$ cat src/rtl/dmd_pkg.sv
package dmd_pkg;
  parameter int unsigned A_W  = 6;
  parameter int unsigned B_W  = 13;
  parameter int unsigned PM_W = 2;

  localparam int unsigned P_MAX = 2 << ((1 << PM_W) - 1);
  localparam int unsigned PC_W  = $clog2(P_MAX + 2);
  localparam int unsigned N_W   = B_W + $clog2(P_MAX) + 1;

  typedef struct packed {
    logic [PM_W-1:0] pm;
    logic [A_W-1:0]  a;
    logic [B_W-1:0]  b;
    logic            byp;
  } dmd_cfg_t;

  localparam dmd_cfg_t CFG_RST = '{pm: '0, a: '0, b: B_W'(1), byp: 1'b0};

  function automatic logic [PC_W-1:0] p_of(logic [PM_W-1:0] pm);
    return PC_W'(2) << pm;
  endfunction

  function automatic logic cfg_ok(dmd_cfg_t c);
    return c.byp || ((c.b != '0) && (B_W'(c.a) <= c.b));
  endfunction
endpackage

$ cat src/rtl/dmd_cfg_reg.sv
module dmd_cfg_reg
  import dmd_pkg::*;
(
  input  logic           clk_i,
  input  logic           rst_ni,
  input  logic           load_i,
  input  dmd_cfg_t       cfg_in_i,
  output dmd_cfg_t       cfg_o,
  output dmd_cfg_t       cfg_next_o,
  output logic           invalid_o,
  output logic [N_W-1:0] n_o
);
  dmd_cfg_t        act_q;
  logic            in_ok;
  logic [PC_W-1:0] p_act;

  assign in_ok      = cfg_ok(cfg_in_i);
  assign invalid_o  = ~in_ok;
  assign cfg_next_o = in_ok ? cfg_in_i : act_q;
  assign cfg_o      = act_q;
  assign p_act      = p_of(act_q.pm);

  always_ff @(posedge clk_i or negedge rst_ni) begin
    if (!rst_ni)     act_q <= CFG_RST;
    else if (load_i) act_q <= cfg_next_o;
  end

  always_comb begin
    if (act_q.byp) n_o = N_W'(p_act);
    else           n_o = N_W'(p_act) * N_W'(act_q.b) + N_W'(act_q.a);
  end

  // rejected input must leave the active ratio alone
  AST_REJECT_KEEPS: assert property (@(posedge clk_i) disable iff (!rst_ni)
    (load_i && !in_ok) |=> $stable(n_o));
endmodule

$ cat src/rtl/dmd_prescaler.sv
module dmd_prescaler
  import dmd_pkg::*;
(
  input  logic            clk_i,
  input  logic            rst_ni,
  input  logic            clr_i,
  input  logic [PC_W-1:0] p_i,
  input  logic            swallow_i,
  output logic            tc_o
);
  logic [PC_W-1:0] pc_q;
  logic [PC_W-1:0] mod;

  assign mod  = p_i + PC_W'(swallow_i);
  assign tc_o = (pc_q == mod - PC_W'(1));

  always_ff @(posedge clk_i or negedge rst_ni) begin
    if (!rst_ni)             pc_q <= '0;
    else if (clr_i || tc_o)  pc_q <= '0;
    else                     pc_q <= pc_q + PC_W'(1);
  end

  AST_PC_IN_RANGE: assert property (@(posedge clk_i) disable iff (!rst_ni)
    pc_q < mod);
endmodule

$ cat src/rtl/dmd_ab_ctr.sv
module dmd_ab_ctr
  import dmd_pkg::*;
(
  input  logic           clk_i,
  input  logic           rst_ni,
  input  logic           restart_i,
  input  logic           pre_tc_i,
  input  logic           byp_i,
  input  logic [A_W-1:0] a_nxt_i,
  input  logic [B_W-1:0] b_nxt_i,
  output logic           swallow_o,
  output logic           term_o
);
  logic [A_W-1:0] a_q;
  logic [B_W-1:0] b_q;

  assign swallow_o = ~byp_i && (a_q != '0);
  assign term_o    = pre_tc_i && (byp_i || (b_q == B_W'(1)));

  always_ff @(posedge clk_i or negedge rst_ni) begin
    if (!rst_ni) begin
      a_q <= CFG_RST.a;
      b_q <= CFG_RST.b;
    end else if (restart_i || term_o) begin
      a_q <= a_nxt_i;
      b_q <= b_nxt_i;
    end else if (pre_tc_i) begin
      b_q <= b_q - B_W'(1);
      if (a_q != '0) a_q <= a_q - A_W'(1);
    end
  end

  AST_A_WITHIN_B: assert property (@(posedge clk_i) disable iff (!rst_ni)
    !byp_i |-> (B_W'(a_q) <= b_q));
  AST_B_NONZERO: assert property (@(posedge clk_i) disable iff (!rst_ni)
    !byp_i |-> (b_q != '0));
endmodule

$ cat src/rtl/dmd_fb_divider.sv
module dmd_fb_divider
  import dmd_pkg::*;
(
  input  logic            clk_i,
  input  logic            rst_ni,
  input  logic [PM_W-1:0] pmode_i,
  input  logic [A_W-1:0]  a_val_i,
  input  logic [B_W-1:0]  b_val_i,
  input  logic            b_bypass_i,
  input  logic            cnt_reset_i,
  output logic            fb_pulse_o,
  output logic [N_W-1:0]  n_value_o,
  output logic            cfg_invalid_o
);
  dmd_cfg_t cfg_in, cfg_act, cfg_nxt;
  logic     pre_tc, term, swallow, load;

  assign cfg_in = '{pm: pmode_i, a: a_val_i, b: b_val_i, byp: b_bypass_i};
  assign load   = cnt_reset_i || term;

  dmd_cfg_reg u_cfg (
    .clk_i      (clk_i),
    .rst_ni     (rst_ni),
    .load_i     (load),
    .cfg_in_i   (cfg_in),
    .cfg_o      (cfg_act),
    .cfg_next_o (cfg_nxt),
    .invalid_o  (cfg_invalid_o),
    .n_o        (n_value_o)
  );

  dmd_prescaler u_pre (
    .clk_i     (clk_i),
    .rst_ni    (rst_ni),
    .clr_i     (load),
    .p_i       (p_of(cfg_act.pm)),
    .swallow_i (swallow),
    .tc_o      (pre_tc)
  );

  dmd_ab_ctr u_ab (
    .clk_i     (clk_i),
    .rst_ni    (rst_ni),
    .restart_i (cnt_reset_i),
    .pre_tc_i  (pre_tc),
    .byp_i     (cfg_act.byp),
    .a_nxt_i   (cfg_nxt.a),
    .b_nxt_i   (cfg_nxt.b),
    .swallow_o (swallow),
    .term_o    (term)
  );

  always_ff @(posedge clk_i or negedge rst_ni) begin
    if (!rst_ni) fb_pulse_o <= 1'b0;
    else         fb_pulse_o <= term && !cnt_reset_i;
  end

  AST_PULSE_ONE_WIDE: assert property (@(posedge clk_i) disable iff (!rst_ni)
    fb_pulse_o |=> !fb_pulse_o);
  AST_RESET_QUIET: assert property (@(posedge clk_i) disable iff (!rst_ni)
    cnt_reset_i |=> !fb_pulse_o);
  AST_NVAL_HOLD: assert property (@(posedge clk_i) disable iff (!rst_ni)
    !load |=> $stable(n_value_o));
endmodule

$ cat config.mk
export PLATFORM = sky130hd
export DESIGN_NAME = dmd_fb_divider
export DESIGN_NICKNAME = d
export VERILOG_FILES = /design/src/rtl/dmd_pkg.sv /design/src/rtl/dmd_cfg_reg.sv /design/src/rtl/dmd_prescaler.sv /design/src/rtl/dmd_ab_ctr.sv /design/src/rtl/dmd_fb_divider.sv
export SDC_FILE = /design/constraint.sdc
export NUM_CORES = 1
export LEC_CHECK = 0
export BUFFER_PORTS_ARGS = -buffer_cell sky130_fd_sc_hd__buf_4
export CAP_MARGIN = 20
export CORE_UTILIZATION = 35
export DETAILED_ROUTE_END_ITERATION = 8
export PLACE_DENSITY = 0.62
export SYNTH_ARGS = -nofsm -noshare
export SYNTH_HDL_FRONTEND = slang
export SYNTH_SLANG_ARGS = --single-unit
export TNS_END_PERCENT = 5
$ cat constraint.sdc
create_clock -name clk_i -period 5.7 [get_ports clk_i]
set_input_delay 1.14 -clock clk_i [delete_from_list [all_inputs] [get_ports clk_i]]
set_output_delay 1.14 -clock clk_i [all_outputs]
set_load 0.005 [all_outputs]
* Word level (Yosys, flattened, before mapping)
Index checks and enable logic that the tools add are counted.
** Cells by class
- Bitwise operators :: 2
- Add/sub/neg operators :: 6
- Reductions and logical operators :: 15
- Order comparisons :: 1
- Eq/ne operators :: 2
- Shifts and indexed selects :: 1
- Multiply operators :: 1
- Mux-type cells :: 8
** Operators with widths (count)
- $mux 13 :: 2
- $mux 20 :: 1
- $add 18x6->18 :: 1
- $mul 5x13->18 :: 1
- $mux 18 :: 1
- $mux 6 :: 3
- $eq 13x1->1 const B :: 1
- $le 6x13->1 :: 1
- $reduce_bool 13->1 :: 1
- $sub 13x1->13 const B :: 1
- $reduce_bool 6->1 :: 1
- $sub 6x1->6 const B :: 1
- $add 5x1->5 :: 1
- $add 5x1->5 const B :: 1
- $eq 5x5->1 :: 1
- $mux 5 :: 1
- $shl 2x2->5 const A :: 1
- $sub 5x1->5 const B :: 1
- $logic_and 1x1->1 :: 4
- $logic_or 1x1->1 :: 4
- $reduce_and 2->1 :: 2
- $reduce_bool 2->1 :: 2
- $not 1->1 :: 2
- $logic_not 1->1 :: 1
** Word-level totals
- Output and inout bits :: 20
- Logic and storage cells :: 44
- Bits in registers :: 47

* Depth between registers and ports, before layout
Gate-level depths: netlist (run 1).
- Depth after elaboration :: 9
- Depth in mapped cells :: 17
- Depth with buffers taken out :: 16

* Modules after synthesis
From an unflattened synthesis (run 1), not the netlist that was laid out.
** Second synthesis, totals
- Cells, all modules :: 572
- Area total of the unflattened synthesis :: 5168.7 um2
** Modules (own cells, without submodules)
- dmd_cfg_reg :: cells each 369, times used 1, area an instance 3367.0 um2
- dmd_ab_ctr :: cells each 160, times used 1, area an instance 1380.1 um2
- dmd_prescaler :: cells each 35, times used 1, area an instance 354.1 um2
- dmd_fb_divider :: cells each 8, times used 1, area an instance 67.6 um2

* Worst setup path after synthesis (run 1)
No wires, ideal clock.
- Path kind :: reg2out
- Start point :: register u_cfg.act_q, in the netlist u_cfg.cfg_o[20]
- End point :: output n_value_o[17]
- Data required time :: 4560 ps
- Cell stages (with the launch flop) :: 16
- Path buffers :: 1
- Path slack :: 223 ps
- Data arrival time :: 4337 ps
- Cell sequence :: dfrtp_1 -> inv_1 -> ha_1 -> clkbuf_1 -> nand2_1 -> fa_1 -> fa_1 -> fa_1 -> inv_1 -> fa_1 -> a211oi_1 -> o21ai_0 -> a311oi_1 -> nand3b_1 -> a21oi_1 -> nor4b_1
** Between the ends
- Cells in the longest elaborated chain, start to end :: 4
** RTL lines
- start: declaration :: RTL line dmd_cfg_reg.sv:13 : dmd_cfg_t act_q;
- start signal: assignment :: RTL line dmd_cfg_reg.sv:25 : else if (load_i) act_q <= cfg_next_o;
- $shl 2x2->5 :: RTL line dmd_pkg.sv:20 : return PC_W'(2) << pm;
- $mul 5x13->18 :: RTL line dmd_cfg_reg.sv:30 : else n_o = N_W'(p_act) * N_W'(act_q.b) + N_W'(act_q.a);
- $add 18x6->18 :: RTL line dmd_cfg_reg.sv:30
- $mux 18 :: RTL line dmd_cfg_reg.sv:29 : if (act_q.byp) n_o = N_W'(p_act);
- end: declaration :: RTL line dmd_fb_divider.sv:12 : output logic [N_W-1:0] n_value_o,
No other way between the ends.

* Worst setup path after layout (run 1)
- Start point :: register u_cfg.act_q, in the netlist u_cfg.cfg_o[21]
- End point :: output n_value_o[15]
Same word-level chain as after synthesis.

==> flow_metrics.env, run 1 <==
export IMPL_status="finished with violations"
export IMPL_violations="design-rule violations"
export IMPL_crit_top_cell="fa_1"
export IMPL_yosys_area_top_type="dfrtp_1"
export IMPL_hold_depth=1
export IMPL_synth_edf_count=0
export IMPL_via_per_inst=5.47
export IMPL_p_switching_uw=678
export IMPL_yosysSeqAreaShare_pct=23.9
export IMPL_start_util_pct=35.7
export IMPL_antenna_found_initial=0
export IMPL_startpoint="u_cfg.cfg_o[21]"
export IMPL_cp_end_kind="output pin"
export IMPL_crit_path_max_fanout=9
export IMPL_syn_nets=638
export IMPL_grtUsageTotal_pct=18.0
export IMPL_synth_top_area_share_pct=22.8
export IMPL_port_buffers=44
export IMPL_total_power_mw=1.67
export IMPL_internal_power_uw=995
export IMPL_rrSetupSlack_ns=2.02
export IMPL_r2r_end="u_cfg.cfg_o[16]"
export IMPL_hold_ws_ns=0.508
export IMPL_synth_seq_cells=47
export IMPL_peakVddDrop_mv=0.148
export IMPL_synthFlopType="dfrtp_1"
export IMPL_setup_viol=0
export IMPL_worst_pin_slew_ns=0.985
export IMPL_ios=45
export IMPL_grt_pass1_wl_mm=20.9
export IMPL_h_tree_depth=2
export IMPL_cts_sinks=47
export IMPL_finalCritPeriodShare_pct=98.3
export IMPL_fin_tns_setup_ns=0
export IMPL_grt_overflow_total=0
export IMPL_grt_start_max_net_pins=48
export IMPL_syn_area_um2=4940
export IMPL_reg2reg_depth=11
export IMPL_diodes=0
export IMPL_area_growth_pct=19.4
export IMPL_final_core_util_pct=42.6
export IMPL_timing_final_ws_setup_ns=0.0996
export IMPL_worst_ep_arrival_time_ns=4.46
export IMPL_power_frac_clock_pct=18.9
export IMPL_synthCells=535
export IMPL_combPwrFrac_pct=54.1
export IMPL_layout_min_cycle_time_ns=5.60
export IMPL_first_iter_violations=254
export IMPL_path_buf_inv=6
export IMPL_drv_cap=0
export IMPL_insertion_delay_ns=0.29
export IMPL_cp_depth=18
export IMPL_finClkSkew_ns=0.00764
export IMPL_crit_slowest_cell="fa_1"
export IMPL_powerDensity_nw_per_um2=284
export IMPL_drive_gt1_share_pct=22.5
export IMPL_async_reset_ff_share_pct=100
export IMPL_critPathRequiredTime_ns=4.56
export IMPL_die_w_um=121
export IMPL_die_y_um=121
export IMPL_slew_headroom_pct=34.1
export IMPL_p_leak_nw=2.59
export IMPL_drc=2
export IMPL_hp_class="register to register"
export IMPL_yosysUniqueCellTypes=64
export IMPL_clock_tree_buffer_depth=2
export IMPL_yosys_warnings=0
export IMPL_gp_routability_congestion=0.896
export IMPL_crit_type="register to output pin"
export IMPL_nNetsFinal=688
export IMPL_startpoint_type="register"
export IMPL_firstDrtPassIters=7
export IMPL_crit_family="adder cells"
export IMPL_holdBufCountCts=0
export IMPL_worstPathCellList="inv_2 -> ha_4 -> buf_6 -> and2_1 -> fa_1 -> fa_1 -> inv_1 -> fa_1 -> inv_2 -> ha_4 -> o21ai_2 -> o21ai_2 -> a311oi_2 -> buf_4 -> o211a_1 -> or3_1 -> a21oi_2 -> buf_4"
export IMPL_core_area_um2=13800
export IMPL_avgRoutedWirePerCell_um=16.7
export IMPL_clk_pin_slew_ns=0.07
export IMPL_finalMaxSlewViolations=0
export IMPL_max_stage_delay_ns=0.49
export IMPL_ant_nets=0
export IMPL_place_hpwl_mm=9.77
export IMPL_netSwitchingFraction_pct=40.5
export IMPL_wl_mm=12.8
export IMPL_dp_slack_ns=-0.0455
export IMPL_cts_buffers=5
export IMPL_syn_avg_cell_area_um2=9.23
export IMPL_timing_fmax_ghz=0.179
export IMPL_grt_pass1_vias=4260
export IMPL_synth_area_leaders="dfrtp_1 23%, ha_1 13%, fa_1 11%"
export IMPL_r2r_start="u_ab.a_q[0]"
export IMPL_seq_power_share_pct=27.0
export IMPL_cts_tree="built"
export IMPL_dieArea_um2=14600
export IMPL_vias=4187
export IMPL_cts_root_buf="clkbuf_16"
export IMPL_endpoint="n_value_o[15]"
export IMPL_hold_viol=0
export IMPL_num_rows=43
-- timing repair --
action                                  4_1_cts  5_1_grt
pin swaps                                     4       22
hold endpoints to repair                      0        0
endpoints found under the setup margin        4        7
gates resized for setup                      10       37
gates cloned                                  0        0
buffers inserted                              2        6
-- sequential cells by signal, indices dropped and copies added (netlist names) --
| register | flops |
|---|---|
| u_pre.pc_q | 5 |
| u_ab.b_q | 13 |
| u_cfg.cfg_o | 22 |
| u_ab.a_q | 6 |
| fb_pulse_o | 1 |
-- metrics by stage --
| step | area, um^2 | instances |
|---|---|---|
| after detailed placement | 5480 | 749 |
| after floorplan | 4940 | 535 |
| final | 5890 | 766 |
| after CTS | 5680 | 759 |
| after global routing | 5890 | 766 |
| after global placement | 5480 | 749 |
-- logic make-up (layout without fill, tap and decap cells) --
family / count (synthesis) / count (layout) / synth area share (%)
xor gates and xnor gates: 18 / 18 / 3.19
AOI/OAI and AO/OA: 122 / 122 / 18.6
muxes: 21 / 21 / 4.59
and+or+nand+nor: 180 / 180 / 20.2
buffers and inverters: 69 / 120 / 5.73
adders and majority gates: 78 / 78 / 23.9
DFF: 47 / 47 / 23.9
-- worst min-delay path by stage --
stage	start	end	slack, ns
4_1_cts	u_ab.b_q[11]	u_ab.b_q[11]	0.51
3_5_place_dp	u_ab.b_q[11]	u_ab.b_q[11]	0.50
2_1_floorplan	u_ab.b_q[12]	u_ab.b_q[12]	0.47
3_3_place_gp	u_ab.b_q[11]	u_ab.b_q[11]	0.49
6_report	u_ab.b_q[12]	u_ab.b_q[12]	0.51
5_1_grt	u_ab.b_q[12]	u_ab.b_q[12]	0.54
-- cell usage after synthesis (all sizes together), types with 2 or more instances --
cell	instances
ha	51
and2	50
inv	47
dfrtp	45
nor2	31
fa	27
o21ai	27
nand2	25
nor3	20
a21oi	16
a211oi	15
clkbuf	13
mux2	13
nand3	13
a22o	9
a311oi	9
buf	9
xnor2	9
xor2	9
mux2i	8
o211ai	8
nor4	7
o21a	6
a31oi	5
and3	5
nand4	5
nor2b	5
nor3b	5
a21o	3
nor4b	3
o31ai	3
a21boi	2
a221o	2
a221oi	2
a31o	2
a32o	2
a41oi	2
dfstp	2
nand2b	2
nand3b	2
-- power groups by stage --
stage | clock network (mW) | logic [mW] | registers, mW
3_3_place_gp | 0 | 0.803 | 0.450
3_5_place_dp | 0 | 0.817 | 0.453
2_1_floorplan | 0 | 0.567 | 0.432
6_report | 0.317 | 0.904 | 0.452
4_1_cts | 0.320 | 0.842 | 0.447
5_1_grt | 0.336 | 1.02 | 0.460
-- layer usage --
metal	global-route usage, %	share of wire (%)
met5	0	0
met4	6.40	2.7
met3	1.84	3.8
met2	31.2	49
met1	23.2	45
-- layout by cell type, fill, tap and decap left out, types with 12 or more instances in the layout --
master,n
nor3_1,20
ha_1,42
nor2_1,31
fa_1,26
inv_1,41
nand2_1,24
nand3_1,12
dfrtp_1,43
and2_1,46
a21oi_1,14
a211oi_1,14
mux2_2,13
o21ai_0,20
buf_4,59
-- worst register-to-register path, stage by stage, from the launching register on --
cell and delay (ns):
dfrtp_1 0.42, inv_1 0.12, ha_1 0.17, or4b_4 0.51, o21ai_4 0.20, ha_1 0.20, nor2b_1 0.16, xnor2_1 0.15
nand3_1 0.23, o31ai_4 0.74, nand3_4 0.33, mux2_2 0.36
-- layout make-up --
cell class                 instances  area [um^2]
sequential                        47         1180
inverter                          47          176
fill                            1326         7930
timing repair buffer              65          514
multi-input combinational        419         3640
tap                              180          225
clock buffer                       7          153
clock inverter                     1         7.51
No activity file was read; power rests on OpenSTA's default activity.
==> inputs of run 2 (changes only) <==
- ABC_CLOCK_PERIOD_IN_PS: default -> 4800
- PLACE_DENSITY: 0.62 -> 0.64
- clock period: 5.7 -> 4.8 ns (I/O delays scaled with it)
==> run 2 against run 1 <==
Effect of this change:
- the run ends with negative setup slack left
- cell count rose by 2.5%
- via count up 2.8%
- routed wire length grew 2.4%
- total power grew 30%
- first-iteration DRC count fell by 1.6%
- hold slack got worse by 0.0023 ns
==> flow_metrics.env, run 2 (synthesis results as in run 1) <==
export IMPL_clk_pin_slew_ns=0.07
export IMPL_setup_viol=11
export IMPL_nNetsFinal=707
export IMPL_instances_no_fill=785
export IMPL_place_hpwl_mm=10.1
export IMPL_hold_path_startpoint="u_ab.b_q[12]"
export IMPL_total_power_mw=2.18
export IMPL_hold_path_end="u_ab.b_q[12]"
export IMPL_via_per_inst=5.49
export IMPL_grt_pass1_wl_mm=21.8
export IMPL_drive_gt1_share_pct=26.0
export IMPL_slew_headroom_pct=51.0
export IMPL_rrSetupSlack_ns=1.10
export IMPL_largest_register_ffs=22
export IMPL_rsz0062_at_grt="yes"
export IMPL_layout_min_cycle_time_ns=5.22
export IMPL_ios=45
export IMPL_worst_ep_arrival_time_ns=4.26
export IMPL_hp_class="register to register"
export IMPL_dieArea_um2=14600
export IMPL_cp_end_kind="output pin"
export IMPL_drc=0
export IMPL_avgRoutedWirePerCell_um=16.7
export IMPL_dp_cells=773
export IMPL_timing_fmax_ghz=0.192
export IMPL_layout_commonest_cell="buf_4"
export IMPL_wl_mm=13.1
export IMPL_firstDrtPassIters=5
export IMPL_fill_cells=1313
export IMPL_timing_final_ws_setup_ns=-0.418
export IMPL_r2r_start="u_ab.a_q[0]"
export IMPL_startpoint_type="register"
export IMPL_layout_common_cells="82 x buf_4, 47 x and2_1, 43 x ha_1, 43 x dfrtp_1, 42 x inv_1"
export IMPL_multi_input_area_um2=3680
export IMPL_cts_tree="built"
export IMPL_port_buffers=44
export IMPL_start_util_pct=35.7
export IMPL_grt_pass1_vias=4349
export IMPL_antenna_found_initial=0
export IMPL_cts_buffers=5
export IMPL_finalCritPeriodShare_pct=109
export IMPL_insertion_delay_ns=0.29
export IMPL_diodes=0
export IMPL_peakVddDrop_mv=0.157
export IMPL_status="finished with violations"
export IMPL_crit_type="register to output pin"
export IMPL_cts_root_buf="clkbuf_16"
export IMPL_vias=4306
export IMPL_hold_ws_ns=0.506
export IMPL_h_tree_depth=2
export IMPL_cts_sinks=47
export IMPL_hold_depth=1
export IMPL_worst_pin_slew_ns=0.724
export IMPL_violations="negative setup slack"
export IMPL_area_growth_pct=23.3
export IMPL_core_area_um2=13800
export IMPL_gp_routability_congestion=0.867
export IMPL_grtUsageTotal_pct=18.9
export IMPL_grt_start_max_net_pins=48
export IMPL_reg2reg_depth=11
export IMPL_crit_path_max_fanout=4
export IMPL_die_y_um=121
export IMPL_p_leak_nw=2.71
export IMPL_first_iter_violations=250
export IMPL_grt_overflow_total=0
export IMPL_regArea_um2=1180
export IMPL_drv_cap=0
export IMPL_powerDensity_nw_per_um2=359
export IMPL_clock_tree_buffer_depth=2
export IMPL_hold_viol=0
export IMPL_critPathRequiredTime_ns=3.84
export IMPL_die_w_um=121
export IMPL_dp_slack_ns=-0.335
export IMPL_finalMaxSlewViolations=0
export IMPL_num_rows=43
export IMPL_finClkSkew_ns=0.00370
export IMPL_r2r_end="u_cfg.cfg_o[20]"
export IMPL_ant_nets=0
==> run 2: metal layers <==
metal  track usage (%)  share of wire, %  vias to the layer above
met5                 0                 0                        -
met4              5.17               2.1                        0
met3              2.03               4.2                       22
met2              34.2                51                      126
met1              23.6                43                     2094
li1                  -                 -                     2064
==> run 2: layout make-up <==
cell class,instances,area share (%)
clock buffer,6,2.12
inverter,47,2.90
tap,180,3.70
multi-input combinational,419,60.4
sequential,47,19.4
clock inverter,2,0.987
timing repair buffer,84,10.5
==> run 2: metrics by stage <==
step | setup TNS, ns | area [um^2] | util, %
6_report | -2.75 | 6090 | 44.0
5_1_grt | -4.76 | 6090 | 44.0
4_1_cts | -2.91 | 6040 | 43.7
3_5_place_dp | -1.70 | 5720 | 41.4
3_3_place_gp | -0.863 | 5720 | 41.4
2_1_floorplan | 0 | 5020 | -
==> run 2: worst max path at each step <==
stage / from / endpoint / slack [ns] / cells past startpoint
4_1_cts: u_cfg.cfg_o[20] / n_value_o[17] / -0.54 / 16
3_5_place_dp: u_cfg.cfg_o[21] / n_value_o[17] / -0.34 / 15
2_1_floorplan: u_cfg.cfg_o[20] / n_value_o[17] / 0.008 / 15
6_report: u_cfg.cfg_o[20] / n_value_o[17] / -0.42 / 16
3_3_place_gp: u_cfg.cfg_o[20] / n_value_o[17] / -0.25 / 16
5_1_grt: u_cfg.cfg_o[21] / n_value_o[17] / -0.58 / 18
==> run 2: worst max-delay path, cell delays in order (launching register included) <==
cell      delay, ns
dfrtp_2        0.46
inv_2          0.10
ha_4           0.15
buf_6          0.11
nand2_2        0.05
fa_1           0.51
fa_1           0.44
fa_1           0.51
inv_2          0.05
fa_2           0.36
a211oi_4       0.24
o21ai_2        0.11
a311oi_2       0.27
nand3b_1       0.19
a21oi_2        0.07
nor4b_2        0.20
buf_4          0.14
==> run 2: timing repair <==
action,CTS,global route
hold buffers,0,0
pin swaps,12,19
endpoints found under the setup margin,11,12
gates resized for setup,25,13
setup buffers,2,2
==> run 2: power breakdown <==
part | leakage [nW] | internal (mW) | switching [mW] | total (mW)
sequential | 0.556 | 0.456 | 0.0740 | 0.530
combinational | 2.06 | 0.578 | 0.620 | 1.20
clock | 0.0911 | 0.299 | 0.156 | 0.455
